## src/rtl/awb_pkg.sv

```systemverilog
package awb_pkg;

  localparam logic [1:0] BURST_INCR = 2'b01;
  localparam int unsigned PAGE_BYTES = 4096;

  typedef enum logic [1:0] {SP_IDLE, SP_PLAN, SP_ADDR} split_state_e;

  // Beats of the next burst: limited by what is left, by the cap and by the page end.
  function automatic int unsigned burst_beats(input int unsigned remaining,
                                              input int unsigned addr_lo12,
                                              input int unsigned max_beats,
                                              input int unsigned bytes_per_beat);
    int unsigned to_page;
    int unsigned n;
    to_page = (PAGE_BYTES - addr_lo12) / bytes_per_beat;
    n = remaining;
    if (n > max_beats) n = max_beats;
    if (n > to_page)   n = to_page;
    return n;
  endfunction

  // Good responses are OKAY and EXOKAY; the upper bit marks a slave or decode error.
  function automatic logic resp_is_error(input logic [1:0] resp);
    return (resp == 2'b10) || (resp == 2'b11);
  endfunction

endpackage

```

## src/rtl/awb_fifo.sv

```systemverilog
module awb_fifo #(
  parameter int W     = 8,
  parameter int DEPTH = 4,
  localparam int PTR_W = (DEPTH > 1) ? $clog2(DEPTH) : 1,
  localparam int CNT_W = $clog2(DEPTH + 1)
) (
  input  logic             clk,
  input  logic             rst_n,
  input  logic [W-1:0]     in_data,
  input  logic             in_valid,
  output logic             in_ready,
  output logic [W-1:0]     out_data,
  output logic             out_valid,
  input  logic             out_ready,
  output logic [CNT_W-1:0] count
);

  logic [W-1:0]     mem [DEPTH];
  logic [PTR_W-1:0] wr_ptr, rd_ptr;
  logic             push, pop;

  function automatic logic [PTR_W-1:0] ptr_next(input logic [PTR_W-1:0] p);
    return (p == PTR_W'(DEPTH - 1)) ? '0 : p + 1'b1;
  endfunction

  assign in_ready  = (count != CNT_W'(DEPTH));
  assign out_valid = (count != '0);
  assign push      = in_valid && in_ready;
  assign pop       = out_valid && out_ready;
  assign out_data  = mem[rd_ptr];

  always_ff @(posedge clk) begin
    if (push) mem[wr_ptr] <= in_data;
  end

  always_ff @(posedge clk) begin
    if (!rst_n) begin
      wr_ptr <= '0;
      rd_ptr <= '0;
      count  <= '0;
    end else begin
      if (push) wr_ptr <= ptr_next(wr_ptr);
      if (pop)  rd_ptr <= ptr_next(rd_ptr);
      case ({push, pop})
        2'b10:   count <= count + 1'b1;
        2'b01:   count <= count - 1'b1;
        default: count <= count;
      endcase
    end
  end

endmodule

```

## src/rtl/awb_split.sv

```systemverilog
module awb_split #(
  parameter int ADDR_W    = 32,
  parameter int SIZE_W    = 16,
  parameter int MAX_BEATS = 16,
  parameter int MAX_OUTST = 4,
  parameter int BYTES     = 4,
  parameter int LEN_W     = 5,
  parameter int FCNT_W    = 6,
  parameter int PEND_W    = 7,
  parameter int OUT_W     = 3
) (
  input  logic              clk,
  input  logic              rst_n,
  input  logic [ADDR_W-1:0] cmd_addr,
  input  logic [SIZE_W-1:0] cmd_beats,
  input  logic              cmd_lowlat,
  input  logic              cmd_valid,
  output logic              cmd_ready,
  input  logic [FCNT_W-1:0] fifo_level,
  input  logic [PEND_W-1:0] w_pending,
  input  logic [OUT_W-1:0]  outst,
  output logic [ADDR_W-1:0] aw_addr,
  output logic [7:0]        aw_len,
  output logic              aw_valid,
  input  logic              aw_ready,
  output logic              aw_fire,
  output logic [LEN_W-1:0]  aw_beats,
  output logic              aw_last
);
  import awb_pkg::*;

  split_state_e      state;
  logic [ADDR_W-1:0] cur_addr;
  logic [SIZE_W-1:0] remaining;
  logic              lowlat_q;
  logic [LEN_W-1:0]  next_beats;
  logic              data_ok, slot_ok;

  assign cmd_ready  = (state == SP_IDLE);
  assign next_beats = LEN_W'(burst_beats(32'(remaining), 32'(cur_addr[11:0]),
                                         MAX_BEATS, BYTES));
  // High latency: buffered words not claimed by issued bursts must cover this burst.
  assign data_ok    = lowlat_q ||
                      (32'(fifo_level) >= 32'(w_pending) + 32'(next_beats));
  assign slot_ok    = 32'(outst) < MAX_OUTST;
  assign aw_fire    = aw_valid && aw_ready;

  always_ff @(posedge clk) begin
    if (!rst_n) begin
      state     <= SP_IDLE;
      cur_addr  <= '0;
      remaining <= '0;
      lowlat_q  <= 1'b0;
      aw_valid  <= 1'b0;
      aw_addr   <= '0;
      aw_len    <= '0;
      aw_beats  <= '0;
      aw_last   <= 1'b0;
    end else begin
      case (state)
        SP_IDLE: begin
          if (cmd_valid && (cmd_beats != '0)) begin
            cur_addr  <= cmd_addr;
            remaining <= cmd_beats;
            lowlat_q  <= cmd_lowlat;
            state     <= SP_PLAN;
          end
        end
        SP_PLAN: begin
          if (data_ok && slot_ok) begin
            aw_valid <= 1'b1;
            aw_addr  <= cur_addr;
            aw_len   <= 8'(next_beats - 1'b1);
            aw_beats <= next_beats;
            aw_last  <= (32'(next_beats) == 32'(remaining));
            state    <= SP_ADDR;
          end
        end
        SP_ADDR: begin
          if (aw_ready) begin
            aw_valid  <= 1'b0;
            cur_addr  <= cur_addr + ADDR_W'(32'(aw_beats) * BYTES);
            remaining <= remaining - SIZE_W'(aw_beats);
            state     <= aw_last ? SP_IDLE : SP_PLAN;
          end
        end
        default: state <= SP_IDLE;
      endcase
    end
  end

endmodule

```

## src/rtl/awb_wchan.sv

```systemverilog
module awb_wchan #(
  parameter int DATA_W     = 32,
  parameter int STRB_W     = 4,
  parameter int FIFO_DEPTH = 32,
  parameter int MAX_OUTST  = 4,
  parameter int LEN_W      = 5,
  parameter int FCNT_W     = 6,
  parameter int PEND_W     = 7
) (
  input  logic              clk,
  input  logic              rst_n,
  input  logic [DATA_W-1:0] wd_data,
  input  logic [STRB_W-1:0] wd_strb,
  input  logic              wd_valid,
  output logic              wd_ready,
  input  logic              aw_fire,
  input  logic [LEN_W-1:0]  aw_beats,
  output logic [DATA_W-1:0] m_wdata,
  output logic [STRB_W-1:0] m_wstrb,
  output logic              m_wlast,
  output logic              m_wvalid,
  input  logic              m_wready,
  output logic [FCNT_W-1:0] fifo_level,
  output logic [PEND_W-1:0] w_pending,
  output logic              lq_space
);

  localparam int LQ_CNT_W = $clog2(MAX_OUTST + 1);

  logic                     df_valid, lq_valid, w_fire;
  logic [LEN_W-1:0]         head_beats, beat_cnt;
  logic [LQ_CNT_W-1:0]      lq_count;

  awb_fifo #(.W(DATA_W + STRB_W), .DEPTH(FIFO_DEPTH)) u_data_fifo (
    .clk(clk), .rst_n(rst_n),
    .in_data({wd_strb, wd_data}), .in_valid(wd_valid), .in_ready(wd_ready),
    .out_data({m_wstrb, m_wdata}), .out_valid(df_valid), .out_ready(w_fire),
    .count(fifo_level)
  );

  // One entry per issued burst: its beat count, consumed when its last beat leaves.
  awb_fifo #(.W(LEN_W), .DEPTH(MAX_OUTST)) u_len_queue (
    .clk(clk), .rst_n(rst_n),
    .in_data(aw_beats), .in_valid(aw_fire), .in_ready(lq_space),
    .out_data(head_beats), .out_valid(lq_valid), .out_ready(w_fire && m_wlast),
    .count(lq_count)
  );

  assign m_wvalid = lq_valid && df_valid && (lq_count != '0);
  assign m_wlast  = lq_valid && (beat_cnt == head_beats - 1'b1);
  assign w_fire   = m_wvalid && m_wready;

  always_ff @(posedge clk) begin
    if (!rst_n) begin
      beat_cnt  <= '0;
      w_pending <= '0;
    end else begin
      if (w_fire) beat_cnt <= m_wlast ? '0 : beat_cnt + 1'b1;
      case ({aw_fire, w_fire})
        2'b10:   w_pending <= w_pending + PEND_W'(aw_beats);
        2'b01:   w_pending <= w_pending - 1'b1;
        2'b11:   w_pending <= w_pending + PEND_W'(aw_beats) - 1'b1;
        default: w_pending <= w_pending;
      endcase
    end
  end

endmodule

```

## src/rtl/awb_resp.sv

```systemverilog
module awb_resp #(
  parameter int MAX_OUTST = 4,
  parameter int OUT_W     = 3
) (
  input  logic             clk,
  input  logic             rst_n,
  input  logic             aw_fire,
  input  logic             aw_last,
  input  logic [1:0]       m_bresp,
  input  logic             m_bvalid,
  output logic             m_bready,
  output logic [OUT_W-1:0] outst,
  output logic             b_fire,
  output logic             b_last,
  output logic             rq_space,
  output logic             rq_valid,
  output logic             cmd_done,
  output logic             cmd_err
);
  import awb_pkg::*;

  logic [OUT_W-1:0] rq_count;
  logic             err_acc, b_bad;

  // Marks which outstanding burst closes its request.
  awb_fifo #(.W(1), .DEPTH(MAX_OUTST)) u_last_queue (
    .clk(clk), .rst_n(rst_n),
    .in_data(aw_last), .in_valid(aw_fire), .in_ready(rq_space),
    .out_data(b_last), .out_valid(rq_valid), .out_ready(b_fire),
    .count(rq_count)
  );

  assign m_bready = 1'b1;
  assign b_fire   = m_bvalid && m_bready;
  assign b_bad    = resp_is_error(m_bresp);
  assign outst    = rq_count;

  always_ff @(posedge clk) begin
    if (!rst_n) begin
      err_acc  <= 1'b0;
      cmd_done <= 1'b0;
      cmd_err  <= 1'b0;
    end else begin
      cmd_done <= 1'b0;
      cmd_err  <= 1'b0;
      if (b_fire) begin
        if (b_last) begin
          cmd_done <= !(err_acc || b_bad);
          cmd_err  <= err_acc || b_bad;
          err_acc  <= 1'b0;
        end else begin
          err_acc  <= err_acc || b_bad;
        end
      end
    end
  end

endmodule

```

## src/rtl/axi_wr_burst_engine.sv

```systemverilog
module axi_wr_burst_engine #(
  parameter int ADDR_W     = 32,
  parameter int DATA_W     = 32,
  parameter int SIZE_W     = 16,
  parameter int MAX_BEATS  = 16,
  parameter int MAX_OUTST  = 4,
  parameter int FIFO_DEPTH = 32
) (
  input  logic                  clk,
  input  logic                  rst_n,
  input  logic [ADDR_W-1:0]     cmd_addr,
  input  logic [SIZE_W-1:0]     cmd_beats,
  input  logic                  cmd_lowlat,
  input  logic                  cmd_valid,
  output logic                  cmd_ready,
  input  logic [DATA_W-1:0]     wd_data,
  input  logic [DATA_W/8-1:0]   wd_strb,
  input  logic                  wd_valid,
  output logic                  wd_ready,
  output logic                  cmd_done,
  output logic                  cmd_err,
  output logic [ADDR_W-1:0]     m_awaddr,
  output logic [7:0]            m_awlen,
  output logic [2:0]            m_awsize,
  output logic [1:0]            m_awburst,
  output logic                  m_awvalid,
  input  logic                  m_awready,
  output logic [DATA_W-1:0]     m_wdata,
  output logic [DATA_W/8-1:0]   m_wstrb,
  output logic                  m_wlast,
  output logic                  m_wvalid,
  input  logic                  m_wready,
  input  logic [1:0]            m_bresp,
  input  logic                  m_bvalid,
  output logic                  m_bready
);

  localparam int BYTES     = DATA_W / 8;
  localparam int SIZE_CODE = $clog2(BYTES);
  localparam int LEN_W     = $clog2(MAX_BEATS + 1);
  localparam int FCNT_W    = $clog2(FIFO_DEPTH + 1);
  localparam int PEND_W    = $clog2(MAX_OUTST * MAX_BEATS + 1);
  localparam int OUT_W     = $clog2(MAX_OUTST + 1);

  // Internal events, named for the checker.
  logic              aw_fire, aw_last, b_fire, b_last;
  logic              lq_space, rq_space, rq_valid;
  logic [LEN_W-1:0]  aw_beats;
  logic [FCNT_W-1:0] fifo_level;
  logic [PEND_W-1:0] w_pending;
  logic [OUT_W-1:0]  outst;

  assign m_awsize  = 3'(SIZE_CODE);
  assign m_awburst = awb_pkg::BURST_INCR;

  awb_split #(
    .ADDR_W(ADDR_W), .SIZE_W(SIZE_W), .MAX_BEATS(MAX_BEATS), .MAX_OUTST(MAX_OUTST),
    .BYTES(BYTES), .LEN_W(LEN_W), .FCNT_W(FCNT_W), .PEND_W(PEND_W), .OUT_W(OUT_W)
  ) u_split (
    .clk(clk), .rst_n(rst_n),
    .cmd_addr(cmd_addr), .cmd_beats(cmd_beats), .cmd_lowlat(cmd_lowlat),
    .cmd_valid(cmd_valid), .cmd_ready(cmd_ready),
    .fifo_level(fifo_level), .w_pending(w_pending), .outst(outst),
    .aw_addr(m_awaddr), .aw_len(m_awlen), .aw_valid(m_awvalid), .aw_ready(m_awready),
    .aw_fire(aw_fire), .aw_beats(aw_beats), .aw_last(aw_last)
  );

  awb_wchan #(
    .DATA_W(DATA_W), .STRB_W(BYTES), .FIFO_DEPTH(FIFO_DEPTH), .MAX_OUTST(MAX_OUTST),
    .LEN_W(LEN_W), .FCNT_W(FCNT_W), .PEND_W(PEND_W)
  ) u_wchan (
    .clk(clk), .rst_n(rst_n),
    .wd_data(wd_data), .wd_strb(wd_strb), .wd_valid(wd_valid), .wd_ready(wd_ready),
    .aw_fire(aw_fire), .aw_beats(aw_beats),
    .m_wdata(m_wdata), .m_wstrb(m_wstrb), .m_wlast(m_wlast),
    .m_wvalid(m_wvalid), .m_wready(m_wready),
    .fifo_level(fifo_level), .w_pending(w_pending), .lq_space(lq_space)
  );

  awb_resp #(.MAX_OUTST(MAX_OUTST), .OUT_W(OUT_W)) u_resp (
    .clk(clk), .rst_n(rst_n),
    .aw_fire(aw_fire), .aw_last(aw_last),
    .m_bresp(m_bresp), .m_bvalid(m_bvalid), .m_bready(m_bready),
    .outst(outst), .b_fire(b_fire), .b_last(b_last),
    .rq_space(rq_space), .rq_valid(rq_valid),
    .cmd_done(cmd_done), .cmd_err(cmd_err)
  );

endmodule

```

## config.mk

```make
export PLATFORM = sky130hd
export DESIGN_NAME = axi_wr_burst_engine
export DESIGN_NICKNAME = d
export VERILOG_FILES = /design/src/rtl/awb_pkg.sv /design/src/rtl/awb_fifo.sv /design/src/rtl/awb_split.sv /design/src/rtl/awb_wchan.sv /design/src/rtl/awb_resp.sv /design/src/rtl/axi_wr_burst_engine.sv
export SDC_FILE = /design/constraint.sdc
export NUM_CORES = 1
export LEC_CHECK = 0
export BUFFER_PORTS_ARGS = -buffer_cell sky130_fd_sc_hd__buf_2
export CAP_MARGIN = 20
export CORE_MARGIN = 3
export CORE_UTILIZATION = 30
export DETAILED_ROUTE_END_ITERATION = 10
export PLACE_DENSITY = 0.54
export SETUP_SLACK_MARGIN = 0.05
export SYNTH_ARGS = -nofsm -noshare
export SYNTH_HDL_FRONTEND = slang
export SYNTH_SLANG_ARGS = --single-unit
```

## constraint.sdc

```tcl
create_clock -name clk -period 8.87 [get_ports clk]
set_clock_uncertainty 0.05 [all_clocks]
set_input_delay 1.774 -clock clk [delete_from_list [all_inputs] [get_ports clk]]
set_output_delay 1.774 -clock clk [all_outputs]
set_load 0.02 [all_outputs]
```

==> summary.md <==
The signal on the critical path passes through nor4_2, nand2_1, or3_1, nor4_1, xor2_1, ha_1, and3_1, nand3_1, a31oi_1, o21a_1, mux2i_1, ha_1, a21o_1, a31o_1, a21oi_1, xnor2_1, ha_1, a211oi_1, nor3b_1, a21oi_1, or3_2, a31oi_1, a41o_1. The number of global-route vias before repair came out at 28200. Including well taps, the total number of placed cells is 5244. The max-capacitance violation count is 0, and the detailed-route via count is 27200.

The worst hold path begins at u_split.aw_addr[11]. Highest fanout seen on the critical path: 48. The critical path in this run is classified as reg2reg. The portion of netlist area occupied by mux cells is 0.167, and the sum of negative setup slack is 0 ns. Setup violations remaining at the end of the flow were counted as 0. The path class of the tightest hold or removal check is reg2reg.

TritonCTS built the clock tree. The number of cells on the worst reg-to-reg path is 23. Highest-utilization routing layer at the global route stage: met2. Timing analysis after detailed placement gives a worst setup slack of 1.76 ns. Post-CTS timing repair inserted 0 buffers for setup. The synthesized design contains 1176 enable-type register cells. The post-synthesis adder-cell area fraction was 0.0178; the post-place instance area was 0.0574 mm2. Data arrives at the worst endpoint at 7.70 ns. The region available for standard cell placement spans 0.177 mm2. The count of cells along the worst hold path is 2. The tools report the total of cells resized after clock tree synthesis as 0.

The global-route track usage on met3 was 0.0302; the leakage component of the power was 19.4 nW. The detail route stage leaves a number of antenna-violating nets equal to 0. The flow ran to the end, and the final reports show no timing, DRC or antenna violations. The end point of the worst hold path was u_split.aw_addr[11]. The total power of the final layout was 13.6 mW; the number of cells produced by synthesis was 2823.

The post-DP HPWL is 72600 um, and the synthesis-to-finish area growth is 15.8%. Setup repair after global routing left no endpoint under its margin. The filler cells instantiated in the layout total 16600. Clock tree synthesis selected as its root buffer the cell clkbuf_16. In the post-synthesis netlist, the biggest area contributors are edfxtp_1 (66%), mux4_2 (15%), dfxtp_1 (5.6%).

The die width came out at 429 um. For the pin count of the biggest net entering global routing, the log shows 135. The worst-case IR drop observed on VDD is 0.190 mV. With fillers left out, the area of the finished cells amounts to 0.0621 mm2. The number of endpoints with negative hold slack in the final report was 0.

The global-route track usage on met2 is 0.251, and the number of standard cells in the final layout excluding fillers is 5508. The tools report the proportion of synthesized chip area in sequential cells as 0.715. In this run the critical register-to-register path is launched from u_split.cur_addr[2]. In this run, post-CTS hold repair placed 0 buffers.

The number of antenna violations at the first check in global routing came out at 20. The slowest stage of the critical path belongs to the cell or3_2. The main combinational cell family by area after synthesis was multiplexers.

On the worst path, the slowest cell contributes a delay of 0.88 ns. After layout, the worst setup slack is 1.78 ns. CTS saw 1326 sinks. The floorplan step set the die height to 429 um. The final critical delay including setup and external delays was 7.09 ns; the share of the synthesized area in compound gates (AO/OA/AOI/OAI) was 0.0355.

The number of I/O pins came out at 183. The met1 routing resource usage after global routing was 0.188; the average instance area after synthesis was 19.0 um2. Worst max-slew margin expressed relative to the limit: 0.298. The count of input and output buffers works out to 175. Dividing the detail-routed via count by the number of cells gives 4.94.

The initial core utilization is 0.303, and the total length of routed wires is 135000 um. The final layout contains 3213 nets. The tools report the end of the worst register-to-register path as u_split.aw_last. Fraction of registers with async set/reset: 0. For the max-slew violation count, the log shows 0. The number of cell rows is 154, and the register-to-register setup slack is 1.78 ns. Counting distinct cell types in the post-synthesis netlist gives 85. The per-cell routed wire length is 24.5 um, and the global-route total usage across every layer is 0.146. The final weighted congestion in routability-driven placement is 0.743, and the final period utilization is 0.799. The area share of the leading cell type in the synthesized netlist is 0.659. Area of all sequential standard cells: 0.0383 mm2. The final design utilization came out at 0.351. The share of post-route cells with drive strength above 1 was 0.283.

The die outline area is 0.184 mm2, and the number of detailed-route iterations in the first pass is 5. The post-synthesis simple-gate area fraction works out to 0.0405. The total overflow left after global routing is 0. Counting along the longest clock path gives a buffer depth of 3. Cell seen most often among critical-path stages: ha_1.

The run gives 2453 as the initial detailed-routing violation count. The number of synthesized register bits was 1326; the wire length of the first global-routing pass was 198000 um. The run gives 0.0146 mm2 as the footprint of the multi-input gates. The slew at the pin with the worst max-slew slack is 1.05 ns.

The highest clock rate was 141 MHz. The library cell with the largest summed area after synthesis was edfxtp_1. TritonCTS created 141 clock buffers.

The H-tree depth was 4; the number of warning messages in the yosys log was 0. After clock tree synthesis, the clock-pin slew on the worst setup and hold paths is 0.06 ns. Data on the critical path is required at its endpoint by 9.49 ns. The xor and xnor area share after synthesis works out to 0.00717. Power spread over the standard cell area amounts to 219 mW/mm2. The post-detailed-route DRC marker count came out at 0.

The worst setup path is launched from a register. For the synthesized area, the log shows 0.0536 mm2. STA classifies the critical path endpoint as a register. The tightest hold path in the finished design has a slack of 0.407 ns. For this run, the leading register cell type out of synthesis is edfxtp_1. Clock network latency to the later pin of the worst-skew pair: 0.77 ns.
[synth_stat cells, drive strengths merged, types with 3 or more instances]
cell / n
a211oi: 24
a21o: 12
a21oi: 114
a221oi: 4
a22oi: 4
a311oi: 5
a31oi: 7
a41oi: 3
and2: 14
and3: 15
buf: 69
clkbuf: 84
dfxtp: 150
edfxtp: 1176
fa: 7
ha: 65
inv: 52
mux2: 41
mux2i: 21
mux4: 366
nand2: 147
nand2b: 9
nand3: 29
nand3b: 5
nand4: 12
nor2: 139
nor2b: 8
nor3: 31
nor4: 13
nor4b: 3
o211ai: 12
o21a: 8
o21ai: 46
o21bai: 6
o221a: 5
o221ai: 3
o22ai: 7
o31a: 3
o31ai: 8
or3: 13
or3b: 3
or4: 6
xnor2: 21
xor2: 22
[flip-flops by register name (all words and copies together), names as in the netlist, 2 cells and up, named ones only]
register,count
u_split.aw_len,6
u_resp.u_last_queue.rd_ptr,2
u_resp.u_last_queue.count,3
u_split.remaining,16
u_wchan.u_len_queue.mem,20
u_wchan.u_len_queue.rd_ptr,2
u_wchan.u_data_fifo.wr_ptr,5
u_split.aw_beats,5
u_wchan.u_len_queue.count,3
u_wchan.u_data_fifo.count,6
u_wchan.w_pending,7
u_split.cur_addr,32
u_split.aw_addr,32
u_wchan.beat_cnt,5
u_resp.u_last_queue.wr_ptr,2
u_wchan.u_data_fifo.rd_ptr,5
u_wchan.u_len_queue.wr_ptr,2
u_split.state,2
u_resp.u_last_queue.mem,4
u_wchan.u_data_fifo.mem,1152
[how the worst max path moves through the flow]
stage	from	end	slack, ns	cells after the start
after CTS	u_split.cur_addr[1]	u_split.aw_last	1.73	23
after global routing	u_split.cur_addr[2]	u_split.aw_last	1.17	23
after detailed placement	u_split.cur_addr[1]	u_split.aw_last	1.76	23
after floorplan	u_split.cur_addr[2]	u_split.aw_len[4]	3.14	27
final	u_split.cur_addr[2]	u_split.aw_last	1.78	23
after global placement	u_split.cur_addr[1]	u_split.aw_last	1.76	23
[routing by layer]
layer | share of wire | vias up | wire length, um
met5 | 0.00067 | - | 91
met4 | 0.020 | 14 | 2650
met3 | 0.057 | 188 | 7710
met2 | 0.50 | 748 | 68200
met1 | 0.42 | 14300 | 56400
li1 | - | 11900 | -
[kinds of logic (layout without fill, tap and decap cells)]
| family | count (synthesis) | count (layout) |
|---|---|---|
| XOR/XNOR | 43 | 43 |
| buffers and inverters | 206 | 531 |
| flip-flops | 1326 | 1326 |
| adder cells (fa/ha/maj) | 72 | 72 |
| multiplexers | 428 | 428 |
| AO/OA/AOI/OAI | 292 | 292 |
| AND/OR/NAND/NOR | 454 | 454 |
| other | 2 | 22 |
[cells in the final DEF (no fill, tap or decap), types with 22 or more instances in the layout]
| cell type | count |
|---|---|
| inv_1 | 50 |
| clkinv_1 | 30 |
| clkbuf_1 | 34 |
| nor2_1 | 107 |
| buf_4 | 44 |
| a211oi_1 | 22 |
| nor3_1 | 29 |
| nand2_1 | 147 |
| mux2_2 | 41 |
| nand3_1 | 29 |
| buf_2 | 175 |
| dfxtp_1 | 145 |
| clkbuf_16 | 144 |
| a21oi_1 | 112 |
| o21ai_0 | 46 |
| ha_1 | 65 |
| mux4_2 | 366 |
| xor2_1 | 22 |
| nor2_4 | 32 |
| edfxtp_1 | 1176 |
[worst max-delay path: cells and delay by family, from the launching register on]
family	cells	cell delay, ns
XOR/XNOR	2	0.34
multiplexers	1	0.39
AO/OA/AOI/OAI	9	2.39
flip-flops	1	0.38
adder cells (fa/ha/maj)	3	0.72
AND/OR/NAND/NOR	8	2.68
[power breakdown]
part | switching [mW] | internal, mW | leakage [nW]
Sequential | 0.0788 | 6.87 | 11.8
Combinational | 0.478 | 0.282 | 5.30
Clock | 2.51 | 3.38 | 2.23
[area by class of cell]
cell class,instances,area share
clock inverter,74,0.0139
inverter,53,0.00323
tap,2340,0.0472
multi-input combinational,1301,0.236
antenna,10,0.000403
timing repair buffer,224,0.0210
clock buffer,180,0.0606
sequential,1326,0.618
Power figures use the tool's default switching activity.
